[src/rtl/uart_rx_pkg.sv]
package uart_rx_pkg;
    typedef enum logic [2:0] {
        S_IDLE,
        S_START,
        S_DATA,
        S_PARITY,
        S_STOP
    } rx_state_t;

    typedef struct packed {
        logic       frm_err;
        logic       par_err;
        logic [7:0] data;
    } rx_char_t;

    localparam int CHAR_W = $bits(rx_char_t);
endpackage

[src/rtl/uart_rx_fsm.sv]
module uart_rx_fsm
    import uart_rx_pkg::*;
#(
    parameter int OSR = 16
) (
    input  logic     clk,
    input  logic     rst_n,
    input  logic     baud_tick,
    input  logic     rx_en,
    input  logic     rx_s,
    input  logic     word8,
    input  logic     par_en,
    input  logic     par_odd,
    output logic     start_ok,
    output logic     push,
    output rx_char_t push_char
);
    localparam int TW  = $clog2(OSR);
    localparam int MID = OSR / 2 - 1;
    localparam int END = OSR - 1;

    rx_state_t      state, state_nx;
    logic [TW-1:0]  tcnt;
    logic [2:0]     bidx;
    logic [7:0]     shreg;
    logic           pbit;
    logic           armed;
    logic [7:0]     data_asm;
    logic           last_bit;
    logic           at_mid, at_end;

    assign at_mid   = baud_tick && (tcnt == TW'(MID));
    assign at_end   = baud_tick && (tcnt == TW'(END));
    assign last_bit = word8 ? (bidx == 3'd7) : (bidx == 3'd6);
    assign data_asm = word8 ? shreg : {1'b0, shreg[7:1]};

    always_comb begin
        state_nx = state;
        unique case (state)
            S_IDLE:   if (armed && !rx_s) state_nx = S_START;
            S_START:  if (at_mid) state_nx = rx_s ? S_IDLE : S_DATA;
            S_DATA:   if (at_end && last_bit) state_nx = par_en ? S_PARITY : S_STOP;
            S_PARITY: if (at_end) state_nx = S_STOP;
            S_STOP:   if (at_end) state_nx = S_IDLE;
            default:  state_nx = S_IDLE;
        endcase
        if (!rx_en) state_nx = S_IDLE;
    end

    always_ff @(posedge clk or negedge rst_n) begin
        if (!rst_n) state <= S_IDLE;
        else        state <= state_nx;
    end

    always_ff @(posedge clk or negedge rst_n) begin
        if (!rst_n) begin
            tcnt  <= '0;
            bidx  <= '0;
            shreg <= '0;
            pbit  <= 1'b0;
            armed <= 1'b0;
        end else begin
            if (!rx_en) begin
                armed <= 1'b0;
            end else if (state == S_IDLE) begin
                if (rx_s) armed <= 1'b1;
                else if (armed) armed <= 1'b0;
            end
            if (state != state_nx) begin
                tcnt <= '0;
            end else if (baud_tick && state != S_IDLE) begin
                tcnt <= (state == S_DATA && at_end) ? '0 : tcnt + 1'b1;
            end
            if (state == S_DATA && at_end) begin
                shreg <= {rx_s, shreg[7:1]};
                bidx  <= last_bit ? 3'd0 : bidx + 3'd1;
            end
            if (state == S_IDLE) bidx <= '0;
            if (state == S_PARITY && at_end) pbit <= rx_s;
        end
    end

    always_comb begin
        start_ok           = (state == S_START) && at_mid && !rx_s && rx_en;
        push               = (state == S_STOP) && at_end && rx_en;
        push_char.data     = data_asm;
        push_char.frm_err  = !rx_s;
        push_char.par_err  = par_en && ((^data_asm ^ pbit) != par_odd);
    end
endmodule

[src/rtl/uart_rx_fifo.sv]
module uart_rx_fifo
    import uart_rx_pkg::*;
#(
    parameter int DEPTH = 32
) (
    input  logic                     clk,
    input  logic                     rst_n,
    input  logic                     push,
    input  rx_char_t                 wdata,
    input  logic                     pop,
    output rx_char_t                 rdata,
    output logic                     empty,
    output logic [$clog2(DEPTH):0]   count,
    output logic                     overrun
);
    localparam int AW = $clog2(DEPTH);
    localparam int CW = AW + 1;

    rx_char_t        mem [DEPTH];
    logic [AW-1:0]   wptr, rptr;
    logic            do_pop, do_push, full;

    assign full    = (count == CW'(DEPTH));
    assign empty   = (count == '0);
    assign do_pop  = pop && !empty;
    assign do_push = push && (!full || do_pop);
    assign rdata   = mem[rptr];

    always_ff @(posedge clk) begin
        if (do_push) mem[wptr] <= wdata;
    end

    always_ff @(posedge clk or negedge rst_n) begin
        if (!rst_n) begin
            wptr    <= '0;
            rptr    <= '0;
            count   <= '0;
            overrun <= 1'b0;
        end else begin
            overrun <= push && !do_push;
            if (do_push) wptr <= wptr + 1'b1;
            if (do_pop)  rptr <= rptr + 1'b1;
            unique case ({do_push, do_pop})
                2'b10:   count <= count + 1'b1;
                2'b01:   count <= count - 1'b1;
                default: count <= count;
            endcase
        end
    end
endmodule

[src/rtl/uart_rx_cts_ctl.sv]
module uart_rx_cts_ctl #(
    parameter int CW = 6
) (
    input  logic          clk,
    input  logic          rst_n,
    input  logic          cts_auto,
    input  logic          cts_sw,
    input  logic [CW-1:0] trig_lvl,
    input  logic [CW-1:0] count,
    input  logic          start_ok,
    output logic          cts_n
);
    logic halt;

    always_ff @(posedge clk or negedge rst_n) begin
        if (!rst_n)                   halt <= 1'b0;
        else if (!cts_auto)           halt <= 1'b0;
        else if (count < trig_lvl)    halt <= 1'b0;
        else if (start_ok)            halt <= 1'b1;
    end

    assign cts_n = cts_auto ? halt : !cts_sw;
endmodule

[src/rtl/uart_rx_cts.sv]
module uart_rx_cts
    import uart_rx_pkg::*;
#(
    parameter int OSR   = 16,
    parameter int DEPTH = 32,
    parameter int CW    = $clog2(DEPTH) + 1
) (
    input  logic          clk,
    input  logic          rst_n,
    input  logic          baud_tick,
    input  logic          rx_en,
    input  logic          rx_in,
    input  logic          word8,
    input  logic          par_en,
    input  logic          par_odd,
    input  logic          cts_auto,
    input  logic          cts_sw,
    input  logic [CW-1:0] trig_lvl,
    input  logic          rd_en,
    output logic [7:0]    rd_data,
    output logic          rd_par_err,
    output logic          rd_frm_err,
    output logic          fifo_empty,
    output logic [CW-1:0] fifo_count,
    output logic          overrun,
    output logic          cts_n
);
    logic [1:0] sync;
    logic       rx_s;
    logic       start_ok, push;
    rx_char_t   push_char, head;

    always_ff @(posedge clk or negedge rst_n) begin
        if (!rst_n) sync <= 2'b11;
        else        sync <= {sync[0], rx_in};
    end
    assign rx_s = sync[1];

    uart_rx_fsm #(.OSR(OSR)) u_fsm (
        .clk(clk), .rst_n(rst_n), .baud_tick(baud_tick), .rx_en(rx_en),
        .rx_s(rx_s), .word8(word8), .par_en(par_en), .par_odd(par_odd),
        .start_ok(start_ok), .push(push), .push_char(push_char)
    );

    uart_rx_fifo #(.DEPTH(DEPTH)) u_fifo (
        .clk(clk), .rst_n(rst_n), .push(push), .wdata(push_char),
        .pop(rd_en), .rdata(head), .empty(fifo_empty),
        .count(fifo_count), .overrun(overrun)
    );

    uart_rx_cts_ctl #(.CW(CW)) u_cts (
        .clk(clk), .rst_n(rst_n), .cts_auto(cts_auto), .cts_sw(cts_sw),
        .trig_lvl(trig_lvl), .count(fifo_count), .start_ok(start_ok),
        .cts_n(cts_n)
    );

    assign rd_data    = head.data;
    assign rd_par_err = head.par_err;
    assign rd_frm_err = head.frm_err;
endmodule

[config.mk]
export PLATFORM = sky130hd
export DESIGN_NAME = uart_rx_cts
export DESIGN_NICKNAME = d
export VERILOG_FILES = /design/src/rtl/uart_rx_pkg.sv /design/src/rtl/uart_rx_fsm.sv /design/src/rtl/uart_rx_fifo.sv /design/src/rtl/uart_rx_cts_ctl.sv /design/src/rtl/uart_rx_cts.sv
export SDC_FILE = /design/constraint.sdc
export NUM_CORES = 1
export LEC_CHECK = 0
export BUFFER_PORTS_ARGS = -buffer_cell sky130_fd_sc_hd__buf_2
export CORE_UTILIZATION = 40
export DETAILED_ROUTE_END_ITERATION = 16
export HOLD_SLACK_MARGIN = 0.12
export PLACE_DENSITY = 0.65
export SKIP_LAST_GASP = 1
export SYNTH_ARGS = -nofsm -noshare
export SYNTH_HDL_FRONTEND = slang
export SYNTH_SLANG_ARGS = --single-unit
[constraint.sdc]
create_clock -name clk -period 7.8 [get_ports clk]
set_input_delay 0 -clock clk [delete_from_list [all_inputs] [get_ports clk]]
set_output_delay 0 -clock clk [all_outputs]
set_load 0.005 [all_outputs]
Word level (Yosys, flattened, before mapping). Memories as Yosys holds them, arrays and structs flattened. Cells that the tools add are included.

Add/sub/neg operators: 6. $lt $le $gt $ge: 1. Eq/ne operators: 15. Mux-type cells: 27. Bitwise operators: 1. Reduce and logical (&&, ||, !) cells: 29.

Operators with widths (count): 3-bit two-way mux (10); 1-bit logical AND (16); 3-bit one-hot mux with 5 select lines (1); 4-bit two-way mux (3); 6-bit one-hot mux with 2 select lines (1); 5-bit by 1-bit adder with 5-bit output (second input constant) (2); 1-bit two-way mux (10); 3-bit equality test (second input constant) (3); 8-bit two-way mux (1); 8-bit parity (1); 6-bit by 1-bit adder with 6-bit output (second input constant) (1); 3-bit by 2-bit equality test with 1-bit output (second input constant) (2); 6-bit equality test (second input constant) (1); 6-bit zero test (1); 6-bit less-than comparator (1); 2-bit nonzero test (3); 6-bit by 1-bit subtractor with 6-bit output (second input constant) (1); 1-bit zero test (5); 4-bit by 1-bit adder with 4-bit output (second input constant) (1); 4-bit by 3-bit equality test with 1-bit output (second input constant) (1); 4-bit equality test (second input constant) (1); 3-bit by 1-bit adder with 3-bit output (second input constant) (1); 3-bit by 1-bit equality test with 1-bit output (second input constant) (1); 3-bit zero test (1); other kinds (10) (10).

Register bits after elaboration: 40. Memory bits (writable): 320. Output and inout port bits: 19. Logic and storage cells: 92. Memories kept: 1.

Memory list: u_fifo.mem (depth 32, width 10, read ports 1, clocked after memory_dff 0, write ports 1, RTL line uart_rx_fifo.sv:19) `rx_char_t mem [DEPTH];`.

Longest topological paths before layout. Gate-level depths: netlist of the first run.

Depth in word-level cells: 8. Mapped depth: 12.

Cells and area by module. A second synthesis of the first run with hierarchy kept.

Cell total of the unflattened synthesis: 878. Area total of the unflattened synthesis: 14941.8 µm².

By module, submodules not included: uart_rx_fifo (instances 1, cells an instance 718, area each 13424.1 µm², seq. area each 10034.6 µm²); uart_rx_fsm (instances 1, cells an instance 137, area each 1300.0 µm², seq. area each 500.5 µm²); uart_rx_cts_ctl (instances 1, cells an instance 21, area each 165.2 µm², seq. area each 25.0 µm²); uart_rx_cts (instances 1, cells an instance 2, area each 52.6 µm², seq. area each 52.6 µm²).

Least setup slack after synthesis of the first run. OpenSTA, ideal clock, no wires.

Path kind: reg2reg. From: reg u_fsm.tcnt[0]. To: reg u_fifo.count[5]. Setup time: 0.139 ns. Arrival: 2.460 ns. Required time: 7.661 ns. Path slack: 5.201 ns. Cell stages (with the launch flop): 13. Clock period less this slack: 2.599 ns. Path through: dfrtp_1 -> ha_1 -> and4_1 -> buf_2 -> nand4_4 -> nand2_1 -> inv_1 -> ha_1 -> a21oi_1 -> o2111ai_1 -> or2_2 -> o211ai_1 -> o221ai_1.

Cells in the longest elaborated chain, start to end: 7.

Ends and longest elaborated chain: from (decl) (RTL line uart_rx_fsm.sv:23) `logic [TW-1:0] tcnt;`; from (signal assigned) (RTL line uart_rx_fsm.sv:72) `tcnt <= (state == S_DATA && at_end) ? '0 : tcnt + 1'b1;`; 4-bit equality test * (RTL line uart_rx_fsm.sv:33) `assign at_end = baud_tick && (tcnt == TW'(END));`; 1-bit logical AND * (RTL line uart_rx_fsm.sv:33); 1-bit logical AND * (2 in a row) (RTL line uart_rx_fsm.sv:85) `push = (state == S_STOP) && at_end && rx_en;`; 1-bit logical AND * (RTL line uart_rx_fifo.sv:26) `assign do_push = push && (!full || do_pop);`; 2-bit by 1-bit equality test with 1-bit output / 2-bit equality test (equally long branches) (RTL line uart_rx_fifo.sv:43) `unique case ({do_push, do_pop})`; 6-bit one-hot mux with 2 select lines / 2-bit nonzero test (equally long branches); to (signal assigned) (RTL line uart_rx_fifo.sv:44) `2'b10: count <= count + 1'b1;`; to (signal assigned) (RTL line uart_rx_fifo.sv:45) `2'b01: count <= count - 1'b1;`; to (signal assigned) (RTL line uart_rx_fifo.sv:46) `default: count <= count;`; to (decl) (RTL line uart_rx_fifo.sv:13) `output logic [$clog2(DEPTH):0] count,`.

Every way passes the cells marked *; elsewhere a longest branch is shown, timed or not. A chain may end at the register's enable or synchronous reset.

Worst setup path in the final report of the first run.
From: reg u_fifo.rptr[0]. To: out rd_data[3].

Cells in the longest elaborated chain, start to end: 1.

Ends and longest elaborated chain: from (decl) (RTL line uart_rx_fifo.sv:20) `logic [AW-1:0] wptr, rptr;`; from (signal assigned) (RTL line uart_rx_fifo.sv:42) `if (do_pop) rptr <= rptr + 1'b1;`; memory read 32 x 10 bit; to (decl) (RTL line uart_rx_cts.sv:20) `output logic [7:0] rd_data,`.

No other way between the ends.

==> impl_metrics.json, run 1 <==
{
  "power_mw": 4.87,
  "wirelength_um": 29500,
  "yosysSeqAreaShare_pct": 71.3,
  "antenna_found_initial": 0,
  "setup_slack_ps": 4170,
  "crit_path_max_fanout": 42,
  "track_usage_pct": 16.0,
  "crit_required_ps": 7800,
  "stdcell_count": 1335,
  "grt_max_degree": 71,
  "cts-buffers-inserted": 38,
  "dpl-instance-area_um2": 15500,
  "place_ws_ps": 4590,
  "p_per_area_nw_per_um2": 289,
  "rows": 70,
  "die_area_um2": 38000,
  "avgViaCountPerCell": 5.43,
  "gp_congestion": 0.783,
  "synth-seq-cells": 360,
  "drive_gt1_share_pct": 23.6,
  "synthFlopType": "edfxtp_1",
  "peakVddDrop_mv": 0.174,
  "port_buffers": 35,
  "ys_types": 58,
  "ys_warn_count": 0,
  "path_class": "reg -> out",
  "synth_nets": 820,
  "fmax_ghz": 0.276,
  "final_max_slew_viol_count": 0,
  "ioPinCount": 36,
  "critPathSlowestCell": "dfrtp_4",
  "fill_cells": 3078,
  "rsz0062_at_grt": "false",
  "htreeDepth": 2,
  "async_reset_ff_share_pct": 11.1,
  "syn_area_um2": 14900,
  "nets": 873,
  "cp-start-kind": "register",
  "syn_avg_cell_area_um2": 18.9,
  "wire_per_inst_um": 22.1,
  "netlist_instances": 786,
  "drt_iter0_markers": 539,
  "die_y_um": 195,
  "crit_path_cell_trace": "buf_4 > mux4_2 > mux2i_1 > a22o_1 > a221oi_1 > buf_2",
  "final.setup_skew_ps": 17.3,
  "fin_crit_sh_pct": 46.5,
  "drc": 0,
  "design_area_um2": 16900,
  "grt_pass1_vias": 7499,
  "area_growth_syn_to_layout_pct": 13.2,
  "slew_headroom_pct": 21.3,
  "fin_crit_ps": 3630,
  "clk_latency_ps": 520,
  "clock_sinks": 360,
  "ant_nets": 0,
  "outcome": "finished clean",
  "cts_tree": "done",
  "worstPathArrival_ps": 3630,
  "tightest_slew_ps": 1180,
  "fp.dieW_um": 195,
  "crit_path_end_kind": "output pin",
  "p_leak_nw": 5.08,
  "cts_resized": 0,
  "num_antenna_cells": 0,
  "worstHoldPathType": "in -> async",
  "synth-edff-count": 320,
  "dpl.cell_count": 1255,
  "core_area_um2": 36600,
  "grt_pass1_wl_um": 45300,
  "cpPeakStageDelay_ps": 980,
  "clock_path_buffers": 3,
  "first_pass_iters": 5,
  "grt.overflow.total": 0,
  "fin_tns_setup_ps": 0,
  "vias": 7248,
  "maxCapViolations": 0,
  "cts_root_buf": "clkbuf_16",
  "start_util_pct": 40.6,
  "final_util_pct": 46.0,
  "finalHoldViolCount": 0,
  "hold-worst-slack_ps": 161,
  "hpwl_um": 17300,
  "finalSetupViolCount": 0,
  "clk_pin_slew_ps": 60
}
area by class of cell:
class | count | area [um^2] | share of cell area, %
clock buffer | 47 | 1020 | 6.03
clock inverter | 21 | 233 | 1.38
inverter | 15 | 56.3 | 0.334
multi-input combinational | 371 | 4000 | 23.7
sequential | 360 | 10600 | 63.0
tap | 468 | 586 | 3.47
timing repair buffer | 53 | 340 | 2.02
critical path: cells and delay by family (launching register included):
| family | cells | cell delay, ps |
|---|---|---|
| AOI/OAI and AO/OA | 2 | 290 |
| buffers and inverters | 2 | 980 |
| DFF | 1 | 980 |
| muxes | 2 | 820 |
power breakdown:
part,total [mW],switching [mW],internal [mW]
combinational,0.839,0.419,0.420
sequential,2.24,0.122,2.11
clock,1.80,0.729,1.07
total,4.87,1.27,3.60
what timing repair did:
item | 4_1_cts | 5_1_grt
hold endpoints to repair | 61 | 0
hold buffers | 12 | 0
setup buffers | 0 | 0
worst paths after layout:
path / from / endpoint / slack [ps] / cells past startpoint
max: u_fifo.rptr[0]$_DFFE_PN0P_ / rd_data[3] / 4170 / 6
min: rst_n / u_fifo.count[3]$_DFFE_PN0P_ / 160 / 2
max reg2reg: u_fsm.tcnt[0]$_DFFE_PN0P_ / u_fifo.mem[1][5]$_DFFE_PP_ / 4620 / 6
min reg2reg: sync[0]$_DFF_PN1_ / sync[1]$_DFF_PN1_ / 350 / 0
max in group asynchronous: rst_n / u_fifo.rptr[0]$_DFFE_PN0P_ / 6890 / 2
min in group clk: cts_sw / cts_n / 250 / 3
logic make-up after synthesis:
group / after synthesis / synth area share [%]
mux: 141 / 16.5
xor+xnor: 21 / 1.34
buf+inv: 55 / 1.83
fa+ha+maj: 17 / 1.48
compound gates: 63 / 3.13
flops: 360 / 71.3
simple gates: 129 / 4.44
routing by layer:
metal,wire (um),vias to the layer above,global-route usage (%),part of all wire (%)
met5,0,-,0,0
met4,513,0,4.26,1.7
met3,1700,42,2.81,5.8
met2,14300,232,25.9,48
met1,13000,3695,22.3,44
li1,-,3279,-,-
synthesized netlist by cell type (11+ instances only):
library cell,instances,area (um^2)
mux4_2,80,1800
nand2_1,27,101
mux2_2,14,158
ha_1,16,200
inv_1,15,56.3
mux2i_1,43,430
o21ai_0,11,55.1
nor2_1,44,165
buf_2,17,85.1
dfrtp_1,38,951
xnor2_1,17,149
edfxtp_1,320,9610
registers in the layout (all words and copies together) (netlist names):
signal and cells:
u_fifo.mem 320, u_fsm.state 3, u_fifo.overrun 1, sync 2, u_fsm.tcnt 4, u_fifo.wptr 5, u_fsm.bidx 3, u_fsm.shreg 8
u_cts.halt 1, u_fifo.rptr 5, u_fifo.count 6, u_fsm.pbit 1, u_fsm.armed 1
cell usage in the layout (no fill, tap or decap), types with 4 or more instances in the layout:
| cell | n |
|---|---|
| nand4_1 | 7 |
| mux2i_1 | 43 |
| nor3b_1 | 4 |
| ha_1 | 16 |
| a221oi_1 | 10 |
| bufinv_16 | 4 |
| nand3_1 | 9 |
| o21ai_0 | 10 |
| clkbuf_1 | 7 |
| nor3_1 | 7 |
| nand3b_1 | 4 |
| clkinv_1 | 6 |
| a22o_1 | 10 |
| buf_2 | 35 |
| mux4_2 | 80 |
| mux2_2 | 14 |
| dfrtp_1 | 35 |
| xnor2_1 | 17 |
| edfxtp_1 | 320 |
| buf_4 | 6 |
| o21a_1 | 4 |
| clkbuf_16 | 39 |
| inv_1 | 15 |
| nand2_1 | 27 |
| a21oi_1 | 9 |
| nor2_1 | 44 |
| nor2b_1 | 6 |
| clkinv_2 | 7 |
| dlygate4sd3_1 | 12 |
| o211ai_1 | 4 |
| mux2_4 | 4 |
Power figures use the tool's default switching activity.
==> run 2, diff against run 1 <==
- clock period: 7.8 -> 3.63 ns (I/O delays scaled with it)
==> run 2 against run 1 <==
Utilization increased by 0.70 points. Routed wire length down 0.69%. Worst hold slack worse by 19 ps. Clock-buffer cell count decreased by 2. Die area stayed put. Via count rose by 1.9%. Critical endpoint is now rd_data[2]. First-iteration DRC count increased by 4.8%. Total power rose by 110%. Clock power grew 100%.
==> impl_metrics.json, run 2 (synthesis results as in run 1) <==
{
  "largest_register_ffs": 320,
  "drive_gt1_share_pct": 26.6,
  "crit_required_ps": 3630,
  "top_regs": "u_fifo.mem x320, u_fsm.shreg x8, u_fifo.count x6",
  "rows": 70,
  "clk_latency_ps": 510,
  "r2r_slack_ps": 650,
  "rsz0062_at_grt": "false",
  "track_usage_pct": 15.7,
  "wirelength_um": 29300,
  "grt.overflow.total": 0,
  "final_common_cell": "edfxtp_1",
  "min_from": "rx_in",
  "path_class": "reg -> out",
  "crit_path_max_fanout": 36,
  "core_area_um2": 36600,
  "first_pass_iters": 5,
  "start_util_pct": 40.6,
  "grt_pass1_vias": 7658,
  "worstPathArrival_ps": 2990,
  "clock_sinks": 360,
  "tightest_slew_ps": 905,
  "die_y_um": 195,
  "slew_headroom_pct": 39.7,
  "p_leak_nw": 5.27,
  "multi_input_area_um2": 4000,
  "drc": 0,
  "layout_common_cells": "320 x edfxtp_1, 80 x mux4_2, 44 x nor2_1",
  "maxCapViolations": 0,
  "outcome": "finished clean",
  "hpwl_um": 17800,
  "cpPeakStageDelay_ps": 830,
  "hold-path-endpoint": "sync[0]$_DFF_PN1_",
  "ant_nets": 0,
  "crit_path_cell_trace": "buf_12 > mux4_2 > mux2i_1 > a22o_1 > a221oi_1 > buf_2",
  "final.setup_skew_ps": 9.82,
  "finalHoldViolCount": 0,
  "avgViaCountPerCell": 5.38,
  "port_buffers": 35,
  "largest_register": "u_fifo.mem",
  "cp-start-kind": "register",
  "worstSetupStartpoint": "u_fifo.rptr[0]$_DFFE_PN0P_",
  "htreeDepth": 2,
  "fill_cells": 3104,
  "timing.rr.start": "u_fsm.tcnt[0]$_DFFE_PN0P_",
  "r2r-end": "u_fifo.count[5]$_DFFE_PN0P_",
  "die_area_um2": 38000,
  "final_max_slew_viol_count": 0,
  "clock_path_buffers": 3,
  "antenna_found_initial": 0,
  "num_antenna_cells": 0,
  "register_area_um2": 10600,
  "path_buf_inv": 2,
  "gp_congestion": 0.824,
  "cts-buffers-inserted": 37,
  "dpl.cell_count": 1295,
  "finalSetupViolCount": 0,
  "crit_path_end_kind": "output pin",
  "nets": 911,
  "grt_max_degree": 41,
  "cts_root_buf": "clkbuf_16",
  "peakVddDrop_mv": 0.341,
  "grt_pass1_wl_um": 44800,
  "p_per_area_nw_per_um2": 604,
  "stdcell_count": 1373,
  "whs_path_depth": 2,
  "drt_iter0_markers": 565,
  "fin_tns_setup_ps": 0,
  "fin_crit_sh_pct": 82.4,
  "reg2reg_depth": 11,
  "area_growth_syn_to_layout_pct": 15.0,
  "worstHoldPathType": "in -> reg",
  "wire_per_inst_um": 21.3,
  "fin_crit_ps": 2990,
  "path_delay_family": "flip-flops",
  "ioPinCount": 36,
  "critPathSlowestCell": "dfrtp_4",
  "fp.dieW_um": 195,
  "clk_pin_slew_ps": 60,
  "fmax_ghz": 0.334,
  "vias": 7388,
  "cts_tree": "done"
}
==> run 2: cell count changes in the layout (fill, tap and decap cells not counted), moves of 2 or more <==
cell	previous run	this run
clkinv_8	2	0
buf_4	6	43
clkinv_1	6	10
inv_8	2	0
buf_12	0	3
==> run 2: power breakdown <==
part           switching (mW)  total, mW  internal (mW)  leakage [nW]
sequential              0.335       4.87           4.54          2.89
clock                    1.48       3.65           2.17         0.578
combinational           0.858       1.81          0.949          1.80
==> run 2: timing repair <==
item	4_1_cts	5_1_grt
hold buffers	11	0
buffers inserted	0	0
hold endpoints to repair	61	0
resized for setup	0	0
==> run 2: worst max-delay path by stage <==
stage	cells past startpoint	to
final	6	rd_data[2]
after global routing	6	rd_par_err
after CTS	6	rd_par_err
after detailed placement	11	u_fifo.count[5]$_DFFE_PN0P_
after global placement	11	u_fifo.count[5]$_DFFE_PN0P_
after floorplan	12	u_fifo.count[5]$_DFFE_PN0P_
==> run 2: layout make-up <==
cell class                      count  share of cell area, %
Inverter                           15                  0.329
Tap cell                          468                   3.42
Sequential cell                   360                   62.1
Clock inverter                     22                   1.05
Clock buffer                       45                   5.84
Multi-Input combinational cell    371                   23.4
Timing Repair Buffer               92                   3.91
==> run 2: metal layers <==
layer	part of all wire [%]	up-vias	track usage (%)
met5	0	-	0
met4	1.7	0	4.05
met3	4.7	35	2.45
met2	49	190	26.0
met1	44	3811	21.7
li1	-	3352	-
==> run 2: through the flow <==
step           worst slack (ps)  total power [mW]  util (%)  instance area [um^2]  hold slack [ps]
2_1_floorplan              1030              6.28         -                 14900             -296
3_3_place_gp                728              6.76      43.2                 15800              106
3_5_place_dp                700              6.79      43.2                 15800              107
4_1_cts                     590              10.5      46.7                 17100              120
5_1_grt                     449              10.8      46.7                 17100              134
6_report                    639              10.3      46.7                 17100              143
